$ cat config.mk
export PLATFORM = sky130hd
export DESIGN_NAME = osd_cell_timer
export DESIGN_NICKNAME = d
export VERILOG_FILES = /design/src/rtl/osd_cell_timer.sv
export SDC_FILE = /design/constraint.sdc
export NUM_CORES = 1
export LEC_CHECK = 0
export BUFFER_PORTS_ARGS = -buffer_cell sky130_fd_sc_hd__buf_2
export CAP_MARGIN = 15
export CORE_MARGIN = 2
export CORE_UTILIZATION = 60
export CTS_CLUSTER_SIZE = 24
export DETAILED_ROUTE_END_ITERATION = 6
export GPL_ROUTABILITY_DRIVEN = 0
export PLACE_DENSITY = 0.84
export SYNTH_ARGS = -nofsm -noshare
export SYNTH_HDL_FRONTEND = slang
export SYNTH_SLANG_ARGS = --single-unit
export TNS_END_PERCENT = 5
$ cat constraint.sdc
create_clock -name clk -period 8.9 [get_ports clk]
set_clock_uncertainty 0.15 [all_clocks]
set_input_delay 0.445 -clock clk [delete_from_list [all_inputs] [get_ports clk]]
set_output_delay 0.445 -clock clk [all_outputs]
set_load 0.1 [all_outputs]
$ cat src/rtl/osd_cell_timer.sv
module osd_cell_timer #(
  parameter int COLS   = 40,
  parameter int ROWS   = 17,
  parameter int CELL_W = 12,
  parameter int CELL_H = 13,
  parameter int VPW    = 8,
  parameter int HPW    = 9,
  parameter int VP_MIN = 20,
  parameter int HP_MIN = 25,
  parameter int H_OFS  = 9
) (
  input  logic                      clk,
  input  logic                      rst_n,
  input  logic                      hsync,
  input  logic                      vsync,
  input  logic                      dclk_en,
  input  logic [VPW-1:0]            vstart,
  input  logic [HPW-1:0]            hstart,
  input  logic [ROWS-1:0]           hdbl,
  input  logic [ROWS-1:0]           vdbl,
  output logic                      active,
  output logic [$clog2(COLS)-1:0]   col,
  output logic [$clog2(ROWS)-1:0]   row,
  output logic [$clog2(CELL_W)-1:0] dot_x,
  output logic [$clog2(CELL_H)-1:0] dot_y,
  output logic                      cfg_err
);
  localparam int CW = $clog2(COLS);
  localparam int RW = $clog2(ROWS);
  localparam int XW = $clog2(CELL_W);
  localparam int YW = $clog2(CELL_H);
  localparam int LW = VPW + 1;
  localparam int HW = HPW + 1;

  logic [VPW-1:0]  vs_q;
  logic [HW-1:0]   hs_q;
  logic [ROWS-1:0] hd_q, vd_q;
  logic            err_q;
  logic [LW-1:0]   line_q;
  logic            vact, vsub;
  logic [RW-1:0]   row_q;
  logic [YW-1:0]   dy_q;
  logic [HW-1:0]   hcnt;
  logic            hact, hdone, hsub;
  logic [CW-1:0]   col_q;
  logic [XW-1:0]   dx_q;

  wire vlow = vstart < VPW'(VP_MIN);
  wire hlow = hstart < HPW'(HP_MIN);
  wire h_ev = hsync && !vsync;
  wire d_ev = dclk_en && !hsync && !vsync;
  wire line_sat = &line_q;
  wire [LW-1:0] line_nx = line_sat ? line_q : line_q + 1'b1;
  wire first_line = !line_sat && (line_nx == {1'b0, vs_q});
  wire v_step = !vd_q[row_q] || vsub;
  wire h_step = !hd_q[row_q] || hsub;

  always_ff @(posedge clk) begin
    if (!rst_n) begin
      vs_q  <= VPW'(VP_MIN);
      hs_q  <= HW'(HP_MIN + H_OFS);
      hd_q  <= '0;
      vd_q  <= '0;
      err_q <= 1'b0;
    end else if (vsync) begin
      vs_q  <= vlow ? VPW'(VP_MIN) : vstart;
      hs_q  <= (hlow ? HW'(HP_MIN) : {1'b0, hstart}) + HW'(H_OFS);
      hd_q  <= hdbl;
      vd_q  <= vdbl;
      err_q <= vlow || hlow;
    end
  end

  always_ff @(posedge clk) begin
    if (!rst_n)     line_q <= '1;
    else if (vsync) line_q <= '0;
    else if (hsync) line_q <= line_nx;
  end

  always_ff @(posedge clk) begin
    if (!rst_n || vsync) begin
      vact  <= 1'b0;
      vsub  <= 1'b0;
      row_q <= '0;
      dy_q  <= '0;
    end else if (hsync) begin
      if (!vact && first_line) begin
        vact  <= 1'b1;
        vsub  <= 1'b0;
        row_q <= '0;
        dy_q  <= '0;
      end else if (vact) begin
        vsub <= vd_q[row_q] && !vsub;
        if (v_step) begin
          if (dy_q == YW'(CELL_H - 1)) begin
            dy_q <= '0;
            if (row_q == RW'(ROWS - 1)) begin
              vact  <= 1'b0;
              row_q <= '0;
            end else begin
              row_q <= row_q + 1'b1;
            end
          end else begin
            dy_q <= dy_q + 1'b1;
          end
        end
      end
    end
  end

  always_ff @(posedge clk) begin
    if (!rst_n || h_ev) begin
      hcnt  <= '0;
      hact  <= 1'b0;
      hdone <= !rst_n;
      hsub  <= 1'b0;
      col_q <= '0;
      dx_q  <= '0;
    end else if (d_ev) begin
      if (hact) begin
        hsub <= hd_q[row_q] && !hsub;
        if (h_step) begin
          if (dx_q == XW'(CELL_W - 1)) begin
            dx_q <= '0;
            if (col_q == CW'(COLS - 1)) begin
              hact  <= 1'b0;
              hdone <= 1'b1;
              col_q <= '0;
            end else begin
              col_q <= col_q + 1'b1;
            end
          end else begin
            dx_q <= dx_q + 1'b1;
          end
        end
      end else if (!hdone) begin
        hcnt <= hcnt + 1'b1;
        if (hcnt + 1'b1 == hs_q) begin
          hact  <= 1'b1;
          hsub  <= 1'b0;
          col_q <= '0;
          dx_q  <= '0;
        end
      end
    end
  end

  assign active  = hact && vact;
  assign col     = active ? col_q : '0;
  assign row     = active ? row_q : '0;
  assign dot_x   = active ? dx_q : '0;
  assign dot_y   = active ? dy_q : '0;
  assign cfg_err = err_q;

  AST_HSYNC_BLANKS: assert property (@(posedge clk) disable iff (!rst_n) hsync |=> !active);
  AST_VSYNC_BLANKS: assert property (@(posedge clk) disable iff (!rst_n) vsync |=> !active);
  AST_START_CELL: assert property (@(posedge clk) disable iff (!rst_n) $rose(active) |-> (col == '0 && dot_x == '0));
  AST_ROW_HOLDS: assert property (@(posedge clk) disable iff (!rst_n)
    (active && !hsync && !vsync) |=> (!active || (row == $past(row) && dot_y == $past(dot_y))));
  AST_IDLE_HOLDS: assert property (@(posedge clk) disable iff (!rst_n)
    (!dclk_en && !hsync && !vsync) |=> ($stable(active) && $stable(col) && $stable(dot_x)));
  AST_ERR_HOLDS: assert property (@(posedge clk) disable iff (!rst_n) !vsync |=> $stable(cfg_err));
  AST_ZERO_IDLE: assert property (@(posedge clk) disable iff (!rst_n)
    !active |-> (col == '0 && row == '0 && dot_x == '0 && dot_y == '0));
endmodule

Word-level counts from Yosys, hierarchy flattened
Cells that the tools add are included.
Word-level totals
  register bits: 96
  bits in latches: 0
  bits in writable memories: 0
  bits in read-only memories: 0
  input bits: 56
  memories kept: 0
Operators by class
  $add $sub $neg: 7
  multiply operators: 0
  div/mod/pow operators: 0
  order comparisons: 3
  eq/ne operators: 9
  shift-type cells: 0
  muxes and demuxes: 55
  bitwise operators: 2
  reduce and logical (&&, ||, !) cells: 41
Operator list (number)
  $mux W4: 11
  $mux W6: 7
  $mux W9: 4
  $mux W5: 6
  $mux W1: 24
  $reduce_bool A2 Y1: 10
  $add A10 B1 Y10 const B: 1
  $add A9 B4 Y10 const B: 1
  $bmux W1 S5: 2
  $eq A10 B10 Y1: 1
  $reduce_and A5 Y1: 2
  $add A9 B1 Y9 const B: 1
  $eq A9 B8 Y1: 1
  $logic_not A1 Y1: 9
  $lt A9 B5 Y1 const B: 1
  $reduce_and A3 Y1: 3
  $reduce_and A9 Y1: 1
  $add A4 B1 Y4 const B: 2
  $eq A4 B4 Y1 const B: 2
  $logic_and A1 B1 Y1: 8
  $lt A8 B5 Y1 const B: 1
  $mux W8: 1
  $reduce_and A4 Y1: 2
  $add A6 B1 Y6 const B: 1
  other kinds (9): 15

Longest topological paths before layout
Gate-level depths: netlist of the first run.
  depth in word-level cells: 8
  gate-level depth with buffers: 10
  depth with buffers taken out: 10

Least setup slack after synthesis of the first run
Ideal clock, no wire load.
  path kind: register to output
  start point: reg row_q[1]
  end point: out row[1]
  arrival: 2.998 ns
  data required time: 8.305 ns
  path slack: 5.307 ns
  stages on the path, launching flop included: 4
  cell sequence: dfxtp_1 buf_1 inv_1 nor3_1
Between the ends
  word-level cells in the longest chain between the ends: 1
Ends and longest elaborated chain
  start: declaration: line 41  | logic [RW-1:0] row_q;
  start signal: assignment: line 101  | row_q <= row_q + 1'b1;
  $mux W5: line 150  | assign row = active ? row_q : '0;
  end: declaration: line 23  | output logic [$clog2(ROWS)-1:0] row,
Every way passes these cells.

Final worst setup path of the first run
  start point: reg row_q[0]
  end point: reg col_q[3]
Between the ends
  word-level cells in the longest chain between the ends: 6
Ends and longest elaborated chain
  $bmux W1 S5: line 56  | wire h_step = !hd_q[row_q] || hsub;
  $mux W1 (implied by the code): line 56
  $logic_not A1 Y1: line 56
  $logic_or A1 B1 Y1: line 56
  $ne A2 B1 Y1 (no line)
  $reduce_and A5 Y1 (no line)
  end signal: assignment: line 130  | col_q <= col_q + 1'b1;
  end: declaration: line 45  | logic [CW-1:0] col_q;
Every way passes these cells. The select of a mux whose other input is x is not followed.
A chain may end at the register's enable or synchronous reset.

==> impl_metrics.ini, run 1 <==
[layout]
post_route_cell_area_um2 = 5930
most_common_library_cell_in_the_layout_ignoring_fill_and_taps = sky130_fd_sc_hd__dfxtp_1
drive_gt1_frac = 0.161
layout_common_cells = sky130_fd_sc_hd__dfxtp_1 (95), sky130_fd_sc_hd__buf_2 (76), sky130_fd_sc_hd__nand2_1 (50), sky130_fd_sc_hd__mux2i_1 (47), sky130_fd_sc_hd__nor2b_1 (42)
fin_nets = 735
antenna_cells_inserted = 0
layout-area-overhead-vs-synth_pct = 11.0

[floorplanning]
die-area_um2 = 9670
rows = 34
die_h_um = 98.4
chipWidth_um = 98.4
io_pins = 77
core_region_area_um2 = 8680
initial_utilization = 0.615

[clock_network]
cts_inserted_buffers = 9
post_cts_resized = 0
tritoncts_clock_tree = built
cts_root_buffer = sky130_fd_sc_hd__clkbuf_8
clock-sinks = 96
post_cts.repair.setup_buffers = 0
clkTransAtPathRegs_ps = 100
ctsLongestPathBuffers = 2
cts.htree.levels = 3
cts-hold-fix-buffers = 0
clock_insertion_delay_worst_skew_ps = 370

[power_and_ir_drop]
static-leakage-power_nw = 2.48
ir_drop_uv = 104
pwr_density_nw_per_um2 = 146

[global_routing]
grt_overflow = 0
first_global_vias = 4775
antenna_violations_before_repair = 0
grt_max_degree = 69
grt_pass1_wl_mm = 22.3
grtUsageTotal = 0.276

[critical_path]
required_ps = 9060
endpoint_kind = flop
worst_path_max_stage_delay_ps = 690
worstPathMaxFanout = 14
critPathLaunchType = flop
timing_worst_setup_path_type = flop to flop
cp_cell_sequence = mux4_1, mux4_2, a211o_1, or2_1, nor4b_2, a31oi_1, a21oi_2
timing.critical_path.max_delay_family = multiplexers
critPathArrivalTime_ps = 3490
critPathBufInv = 0
critPathSlowestCell = sky130_fd_sc_hd__dfxtp_1

[flow_run]
drv.max_cap_violation_count = 0

[timing]
relSlewSlack = 0.389
setup_total_negative_slack_ps = 0
maxSlewViolCount = 0
max_slew.worst_pin.slew_ps = 916
hold_vio_cnt_final = 0
finalCritPeriodShare = 0.374
timing.fmax_ghz = 0.300
finalSetupViolations = 0
setup_repair_after_global_routing_missed_its_margin = false
final.min_clock_period_ps = 3330

[logic_synthesis]
synthesis.instances = 616
netlist_area_um2 = 5340
synth_top_cell_area_share = 0.356
synth_sequential_area_ratio = 0.362
yosys.area.top_type = sky130_fd_sc_hd__dfxtp_1
ys_types = 63
postSynth.topFlopCell = sky130_fd_sc_hd__dfxtp_1
syn_area_per_cell_um2 = 8.67
synth-edff-count = 1
asyncSetResetFlopFracSynth = 0
synth.top_cells.by_area = sky130_fd_sc_hd__dfxtp_1 (36%), sky130_fd_sc_hd__mux2i_1 (8.8%), sky130_fd_sc_hd__nor2b_1 (4.9%), sky130_fd_sc_hd__xor2_1 (3.9%), sky130_fd_sc_hd__nand2_1 (3.5%)
yosys_warnings = 0
synthesis.nets = 681
synth.ff_latch_count = 96

[detailed_routing]
ant_nets = 0
drt-wirelength-per-cell_um = 16.4
remaining_drc_errors = 0
initialDrtViolationCount = 324
route.vias.total = 4789
routed_wl_mm = 12.9
drt_pass1_iterations = 5
vias_per_cell = 6.12

[worst_hold_path]
worst_hold_path_type = primary input to flop

[placed_design]
io_buffer_count = 76
placement.cell_area_um2 = 5730
post-dp-hpwl_mm = 9.27

[run_status]
outcome = finished clean
flip-flops by register name, indices dropped and copies added, names as in the netlist, 4 cells and up:
signal	flops
col_q	6
vs_q	8
hd_q	17
hcnt	10
vd_q	17
line_q	9
hs_q	10
dx_q	4
row_q	5
dy_q	4
Yosys cell counts, types with 18 or more instances:
library cell and number:
sky130_fd_sc_hd__dfxtp_1 95, sky130_fd_sc_hd__o21ai_0 30, sky130_fd_sc_hd__nor2b_1 42, sky130_fd_sc_hd__xor2_1 24, sky130_fd_sc_hd__clkbuf_1 34, sky130_fd_sc_hd__nand2_1 50, sky130_fd_sc_hd__mux2i_1 47, sky130_fd_sc_hd__a21oi_1 18
sky130_fd_sc_hd__nor2_1 39, sky130_fd_sc_hd__and3_1 23, sky130_fd_sc_hd__nand3_1 33, sky130_fd_sc_hd__inv_1 18
stage by stage:
step / instances / worst slack (ps) / power, W / util / hold slack, ps
after detailed placement: 766 / 5460 / 0.000587 / 0.660 / 327
after global placement: 766 / 5540 / 0.000582 / 0.660 / 322
after CTS: 782 / 5620 / 0.000864 / 0.682 / 128
after global routing: 783 / 5430 / 0.000901 / 0.683 / 127
final: 783 / 5570 / 0.000863 / 0.683 / 126
after floorplan: 616 / 5310 / 0.000551 / - / 303
path summary, 6_finish.rpt:
| check | startpoint | end | slack, ps | cells past startpoint |
|---|---|---|---|---|
| worst min-delay path | vstart[1] | vs_q[1] | 130 | 3 |
| worst max register to register | row_q[0] | col_q[3] | 5570 | 7 |
| worst min register to register | hsub | hsub | 340 | 2 |
| worst max-delay path | row_q[0] | col_q[3] | 5570 | 7 |
cell type report:
type,instances,area [um^2]
clock buffers,9,124
repair buffers,81,415
inverters,19,71.3
fillers,693,2750
clock inverters,7,68.8
flip-flops and latches,96,1930
well taps,108,135
multi-input cells,463,3180
cells by family after synthesis:
family / Yosys count / share of synthesized area
simple gates: 247 / 0.243
compound gates: 115 / 0.150
mux: 54 / 0.120
buf+inv: 57 / 0.0429
xor+xnor: 38 / 0.0623
fa+ha+maj: 9 / 0.0211
flops: 96 / 0.362
layer usage:
layer  track usage  vias up  part of all wire
met3        0.0379       34             0.056
li1              -     2329                 -
met1         0.355     2244              0.42
met5             0        -                 0
met4         0.106        0             0.024
met2         0.470      182              0.50
power breakdown:
| part | total [W] | internal, W | switching (W) |
|---|---|---|---|
| combinational | 0.000112 | 0.0000513 | 0.0000605 |
| clock | 0.000284 | 0.000111 | 0.000173 |
| sequential | 0.000467 | 0.000449 | 0.0000186 |
| total | 0.000863 | 0.000610 | 0.000252 |
tightest hold or removal path, cell delays in order:
cell                      delay (ps)
sky130_fd_sc_hd__buf_2            80
sky130_fd_sc_hd__nand2_1          40
sky130_fd_sc_hd__o21ai_0          50
(Power assumes the default switching activity.)
==> inputs of run 2 (changes only) <==
--- a/config.mk
+++ b/config.mk
@@ -5,14 +5,15 @@
 export SDC_FILE = /design/constraint.sdc
 export NUM_CORES = 1
 export LEC_CHECK = 0
+export ABC_AREA = 1
 export BUFFER_PORTS_ARGS = -buffer_cell sky130_fd_sc_hd__buf_2
 export CAP_MARGIN = 15
 export CORE_MARGIN = 2
-export CORE_UTILIZATION = 60
+export CORE_UTILIZATION = 57
 export CTS_CLUSTER_SIZE = 24
 export DETAILED_ROUTE_END_ITERATION = 6
 export GPL_ROUTABILITY_DRIVEN = 0
-export PLACE_DENSITY = 0.84
+export PLACE_DENSITY = 0.81
 export SYNTH_ARGS = -nofsm -noshare
 export SYNTH_HDL_FRONTEND = slang
 export SYNTH_SLANG_ARGS = --single-unit
==> constraint.sdc (replaced) <==
create_clock -name clk -period 3.1 [get_ports clk]
set_clock_uncertainty 0.15 [all_clocks]
set_input_delay 0.155 -clock clk [delete_from_list [all_inputs] [get_ports clk]]
set_output_delay 0.155 -clock clk [all_outputs]
set_load 0.1 [all_outputs]
==> run 2 against run 1 <==
Effect of this change:
- power grew to 2.9 times the previous value
- global-route usage is 0.68 points higher
- via count is 15% higher
- area after synthesis is 3.0% lower
- clock power grew to 2.7 times the previous value
- register-to-register slack worse by 5300 ps
- die area is 2.0% higher
- flip-flop and latch count stayed put
- critical path type unchanged
- highest routed layer unchanged
==> impl_metrics.ini, run 2 <==
[layout]
top_regs = hd_q x17, vd_q x17
layout_common_cells = sky130_fd_sc_hd__nand2_1 (173), sky130_fd_sc_hd__inv_1 (110), sky130_fd_sc_hd__dfxtp_1 (95), sky130_fd_sc_hd__buf_2 (76), sky130_fd_sc_hd__nor2_1 (74)
fin_nets = 950
most_common_library_cell_in_the_layout_ignoring_fill_and_taps = sky130_fd_sc_hd__nand2_1
drive_gt1_frac = 0.129
antenna_cells_inserted = 0
final_core_utilization = 0.720
layout-area-overhead-vs-synth_pct = 21.7
filler_cell_count = 706
post_route_cell_area_um2 = 6310

[placed_design]
placement.cell_area_um2 = 5640
io_buffer_count = 76
post-dp-hpwl_mm = 9.42

[timing]
final.min_clock_period_ps = 2850
timing.fmax_ghz = 0.351
setup_repair_after_global_routing_missed_its_margin = false
hold_vio_cnt_final = 0
finalSetupViolations = 0
relSlewSlack = 0.355
max_slew.worst_pin.slew_ps = 966
setup_total_negative_slack_ps = 0
finalCritPeriodShare = 0.919
maxSlewViolCount = 0

[clock_network]
clock_insertion_delay_worst_skew_ps = 360
ctsLongestPathBuffers = 2
cts_root_buffer = sky130_fd_sc_hd__clkbuf_8
tritoncts_clock_tree = built
clkTransAtPathRegs_ps = 100
clock-sinks = 96
cts_inserted_buffers = 9
post_cts.repair.setup_buffers = 0
cts.htree.levels = 3

[floorplanning]
rows = 34
core_region_area_um2 = 8760
io_pins = 77
die_h_um = 99.4
chipWidth_um = 99.4
initial_utilization = 0.591
die-area_um2 = 9870

[global_routing]
grt_pass1_wl_mm = 23.0
antenna_violations_before_repair = 0
first_global_vias = 5207
grt_overflow = 0
grt_max_degree = 41
grtUsageTotal = 0.283

[worst_hold_path]
holdPathStages = 5
worst_hold_path_type = primary input to flop
holdPathEnd = hs_q[3]
min_from = hstart[3]

[detailed_routing]
wl_met3_um = 806
highest_layer = met4
remaining_drc_errors = 0
vias_per_cell = 5.51
drt-wirelength-per-cell_um = 13.9
met1_length_mm = 6.00
met2WireLength_mm = 6.76
route.vias.total = 5499
drt_pass1_iterations = 5
routed_wl_mm = 13.8
initialDrtViolationCount = 295
ant_nets = 0

[logic_synthesis]
synthesis.nets = 833
synth-edff-count = 1
postSynth.topFlopCell = sky130_fd_sc_hd__dfxtp_1
netlist_area_um2 = 5180
synth.ff_latch_count = 96
synth_sequential_area_ratio = 0.373
asyncSetResetFlopFracSynth = 0
synth_top_cell_area_share = 0.367
synth.most_common_cell = sky130_fd_sc_hd__nand2_1
synth.top_cells.by_area = sky130_fd_sc_hd__dfxtp_1 (37%), sky130_fd_sc_hd__nand2_1 (13%), sky130_fd_sc_hd__inv_1 (8.0%), sky130_fd_sc_hd__nand3_1 (6.6%), sky130_fd_sc_hd__o21ai_0 (5.8%)
synthesis.instances = 768
yosys.area.top_type = sky130_fd_sc_hd__dfxtp_1
syn_area_per_cell_um2 = 6.75
yosys_warnings = 0
synth_top_cells_by_count = sky130_fd_sc_hd__nand2_1 (173), sky130_fd_sc_hd__inv_1 (110), sky130_fd_sc_hd__dfxtp_1 (95)
ys_types = 41

[critical_path]
worst_r2r_startpoint = line_q[1]
timing_worst_setup_path_type = flop to flop
endpoint_kind = flop
critPathLaunchType = flop
regToRegEndpoint = dy_q[2]
critPathArrivalTime_ps = 2970
required_ps = 3220
worst-r2r-cell-count = 14
crit_path_start = line_q[1]
worstPathMaxFanout = 16
rrSetupSlack_ps = 250

[flow_run]
drv.max_cap_violation_count = 0

[power_and_ir_drop]
power.share.sequential = 0.537
switchingPower_w = 0.000728
ir_drop_uv = 334
pwr_density_nw_per_um2 = 394
static-leakage-power_nw = 2.89
switching_fraction = 0.293
clockPowerShare = 0.310
internal_power_w = 0.00176
power.combinational.fraction = 0.153

[run_status]
outcome = finished clean
==> run 2: cell count changes in the layout (fill, tap and decap cells not counted), moves of 16 or more <==
cell,before,now
sky130_fd_sc_hd__nand2_1,50,173
sky130_fd_sc_hd__inv_1,18,110
sky130_fd_sc_hd__dlygate4sd3_1,0,49
sky130_fd_sc_hd__mux2i_1,47,0
sky130_fd_sc_hd__nor2b_1,42,0
sky130_fd_sc_hd__nand3_1,33,68
sky130_fd_sc_hd__nor2_1,39,74
sky130_fd_sc_hd__o21ai_0,30,60
sky130_fd_sc_hd__and3_1,23,0
sky130_fd_sc_hd__a21oi_1,18,38
sky130_fd_sc_hd__a22o_1,2,18
==> run 2: per-stage QoR <==
step                cells  worst slack [ps]  hold slack [ps]  power [W]
floorplan             768               735              118    0.00158
global placement      933               420              204    0.00167
detailed placement    933               351              217    0.00168
CTS                   998               222             27.2    0.00249
global route          998              59.6             42.8    0.00261
finish                998               250             32.8    0.00248
==> run 2: kinds of logic (layout without fill, tap and decap cells) <==
family	after synthesis	after routing	synth area share
adders and majority gates	9	9	0.0217
and+or+nand+nor	363	363	0.309
xor gates and xnor gates	15	15	0.0254
DFF	96	96	0.373
buffers and inverters	139	261	0.104
AOI/OAI and AO/OA	146	146	0.168
==> run 2: worst max-delay path: stages, from the launching register on <==
cell and delay (ps):
sky130_fd_sc_hd__dfxtp_1 440, sky130_fd_sc_hd__ha_1 290, sky130_fd_sc_hd__inv_1 100, sky130_fd_sc_hd__nor2_4 190
sky130_fd_sc_hd__nand3_4 200, sky130_fd_sc_hd__nand2_1 150, sky130_fd_sc_hd__nand2_1 100, sky130_fd_sc_hd__nand2_1 80
sky130_fd_sc_hd__nand2_1 60, sky130_fd_sc_hd__nor2_1 80, sky130_fd_sc_hd__nand3_1 110, sky130_fd_sc_hd__o21ai_0 250
sky130_fd_sc_hd__nand3_1 250, sky130_fd_sc_hd__o21ai_0 230, sky130_fd_sc_hd__nor2_1 60
==> run 2: how the worst max path moves through the flow <==
stage	to	slack, ps	depth (start not counted)
2_1_floorplan	dot_x[0]	740	4
3_3_place_gp	col_q[5]	420	8
3_5_place_dp	dy_q[2]	350	14
4_1_cts	col_q[5]	220	9
5_1_grt	dy_q[2]	60	14
6_report	dy_q[2]	250	14
==> run 2: power by group through the flow <==
stage               Combinational (W)  Clock, W  Sequential, W
floorplan                    0.000227         0        0.00135
global placement             0.000313         0        0.00136
detailed placement           0.000325         0        0.00136
CTS                          0.000372  0.000784        0.00133
global route                 0.000425  0.000840        0.00134
finish                       0.000380  0.000769        0.00133
==> run 2: repair_timing <==
| item | in CTS | in global routing |
|---|---|---|
| endpoints found under the setup margin | 0 | 1 |
| hold buffers | 49 | 0 |
| resized for setup | 0 | 1 |
| hold endpoints to repair | 57 | 0 |
==> run 2: metal layers <==
metal	vias up	track usage
li1	2746	-
met1	2524	0.358
met2	206	0.494
met3	23	0.0534
met4	0	0.0759
met5	-	0
==> run 2: layout make-up <==
class	count	area [um^2]	share of cell area
clock buffers	9	124	0.0196
repair buffers	131	916	0.145
well taps	108	135	0.0214
flip-flops and latches	96	1930	0.306
multi-input cells	533	2720	0.431
clock inverters	7	52.6	0.00833
inverters	114	428	0.0679
==> inputs of run 3 (changes only) <==
--- a/config.mk
+++ b/config.mk
@@ -6,7 +6,7 @@
 export NUM_CORES = 1
 export LEC_CHECK = 0
 export ABC_AREA = 1
-export BUFFER_PORTS_ARGS = -buffer_cell sky130_fd_sc_hd__buf_2
+export BUFFER_PORTS_ARGS = -buffer_cell sky130_fd_sc_hd__buf_4
 export CAP_MARGIN = 15
 export CORE_MARGIN = 2
 export CORE_UTILIZATION = 57
==> run 3 against run 2 <==
Effect of this change:
- wire length is 4.4% higher
- non-clock buffer count rose by 2
- via count increased by 0.65%
- largest cell class unchanged
- critical path depth shrank 2
- critical path type unchanged
==> impl_metrics.ini, run 3 (synthesized netlist as in run 2, its figures left out) <==
[timing]
finalSetupViolations = 0
timing.fmax_ghz = 0.366
fin_ws_ps = 369
maxSlewViolCount = 0
max_slew.worst_pin.slew_ps = 982
setup_total_negative_slack_ps = 0
setup_repair_after_global_routing_missed_its_margin = false
final.min_clock_period_ps = 2730
hold_vio_cnt_final = 0
finalCritPeriodShare = 0.881
relSlewSlack = 0.345

[flow_run]
drv.max_cap_violation_count = 0

[critical_path]
rrSetupSlack_ps = 370
worst_path_max_stage_delay_ps = 360
worst_r2r_startpoint = row_q[0]
timing.critical_path.max_delay_family = simple AND/OR/NAND/NOR gates
required_ps = 3230
critPathBufInv = 3
critPathSlowestCell = sky130_fd_sc_hd__dfxtp_1
endpoint_kind = flop
cp_cell_sequence = buf_4, clkinv_1, a21oi_1, o21ai_0, a21boi_0, nand3b_1, nand3_1, nand2_1, inv_1, nand3_1, nand2_1, a21oi_1
critPathArrivalTime_ps = 2860
regToRegEndpoint = dx_q[0]
worst-r2r-cell-count = 12
worstPathMaxFanout = 30
critPathLaunchType = flop
timing_worst_setup_path_type = flop to flop

[clock_network]
clock_insertion_delay_worst_skew_ps = 370
tritoncts_clock_tree = built
cts_inserted_buffers = 9
clock-sinks = 96
clkTransAtPathRegs_ps = 110
cts_root_buffer = sky130_fd_sc_hd__clkbuf_8
cts.htree.levels = 3
post_cts.repair.setup_buffers = 0
ctsLongestPathBuffers = 2

[detailed_routing]
routed_wl_mm = 14.4
drt-wirelength-per-cell_um = 14.4
initialDrtViolationCount = 372
drt_pass1_iterations = 5
route.vias.total = 5535
vias_per_cell = 5.54
remaining_drc_errors = 0
ant_nets = 0

[floorplanning]
die-area_um2 = 9870
core_region_area_um2 = 8760
chipWidth_um = 99.4
io_pins = 77
die_h_um = 99.4
rows = 34
initial_utilization = 0.591

[layout]
final-instance-count-excl-fill = 1000
layout-area-overhead-vs-synth_pct = 26.0
most_common_library_cell_in_the_layout_ignoring_fill_and_taps = sky130_fd_sc_hd__nand2_1
drive_gt1_frac = 0.129
top_regs = hd_q x17, vd_q x17
antenna_cells_inserted = 0
layout_common_cells = sky130_fd_sc_hd__nand2_1 (173), sky130_fd_sc_hd__inv_1 (110), sky130_fd_sc_hd__dfxtp_1 (95), sky130_fd_sc_hd__buf_4 (83), sky130_fd_sc_hd__nor2_1 (75)
fin_nets = 952

[placed_design]
total_instance_count_after_detailed_placement = 934
post-dp-hpwl_mm = 9.39
placement.setup.worst_slack_ps = 445
io_buffer_count = 76

[run_status]
outcome = finished clean

[global_routing]
grtUsageTotal = 0.302
first_global_vias = 5437
grt_pass1_wl_mm = 24.5
grt_max_degree = 45
antenna_violations_before_repair = 0
grt_overflow = 0

[worst_hold_path]
holdPathEnd = hs_q[3]
worst_hold_path_type = primary input to flop
holdPathStages = 5
min_from = hstart[3]

[power_and_ir_drop]
pwr_density_nw_per_um2 = 393
ir_drop_uv = 259
static-leakage-power_nw = 2.95
run 3: final cells by class:
type,count,area (um^2)
clock buffers,9,124
clock inverters,7,72.6
inverters,114,428
repair buffers,133,1120
multi-input cells,533,2720
fillers,679,2230
flip-flops and latches,96,1930
well taps,108,135
run 3: how the worst max path moves through the flow:
| stage | start | to | depth (start not counted) |
|---|---|---|---|
| floorplan | hact | dot_x[0] | 4 |
| global placement | line_q[0] | row_q[0] | 15 |
| detailed placement | hcnt[0] | col_q[3] | 14 |
| CTS | hcnt[0] | col_q[3] | 14 |
| global route | hcnt[0] | col_q[3] | 14 |
| finish | row_q[0] | dx_q[0] | 12 |
run 3: routing by layer:
metal	global-route usage	part of all wire	routed length [um]	vias up
met1	0.387	0.42	6110	2535
met5	0	0	0	-
met2	0.510	0.48	6920	211
met4	0.115	0.025	357	0
li1	-	-	-	2750
met3	0.0527	0.073	1050	39
run 3: what timing repair did:
item | CTS | global route
hold buffers | 50 | 0
endpoints found under the setup margin | 0 | 3
endpoints found under the hold margin | 59 | 0
resized for setup | 0 | 1
run 3: worst min-delay path, cell delays in order:
cell	delay, ps
sky130_fd_sc_hd__buf_4	120
sky130_fd_sc_hd__inv_1	40
sky130_fd_sc_hd__o21ai_0	70
sky130_fd_sc_hd__nand2_1	50
sky130_fd_sc_hd__o21ai_0	60
run 3: report_power, final:
group          switching [W]  internal (W)  total [W]
clock               0.000504      0.000317   0.000821
sequential         0.0000426       0.00129    0.00133
combinational       0.000224      0.000185   0.000409
total               0.000770       0.00179    0.00256
run 3: through the flow:
step	total power, W	cell area, um^2	util	hold WS (ps)
2_1_floorplan	0.00158	5180	-	118
3_3_place_gp	0.00169	5830	0.666	207
3_5_place_dp	0.00171	5830	0.666	214
4_1_cts	0.00256	6530	0.745	18.3
5_1_grt	0.00268	6530	0.745	58.3
6_report	0.00256	6530	0.745	13.2
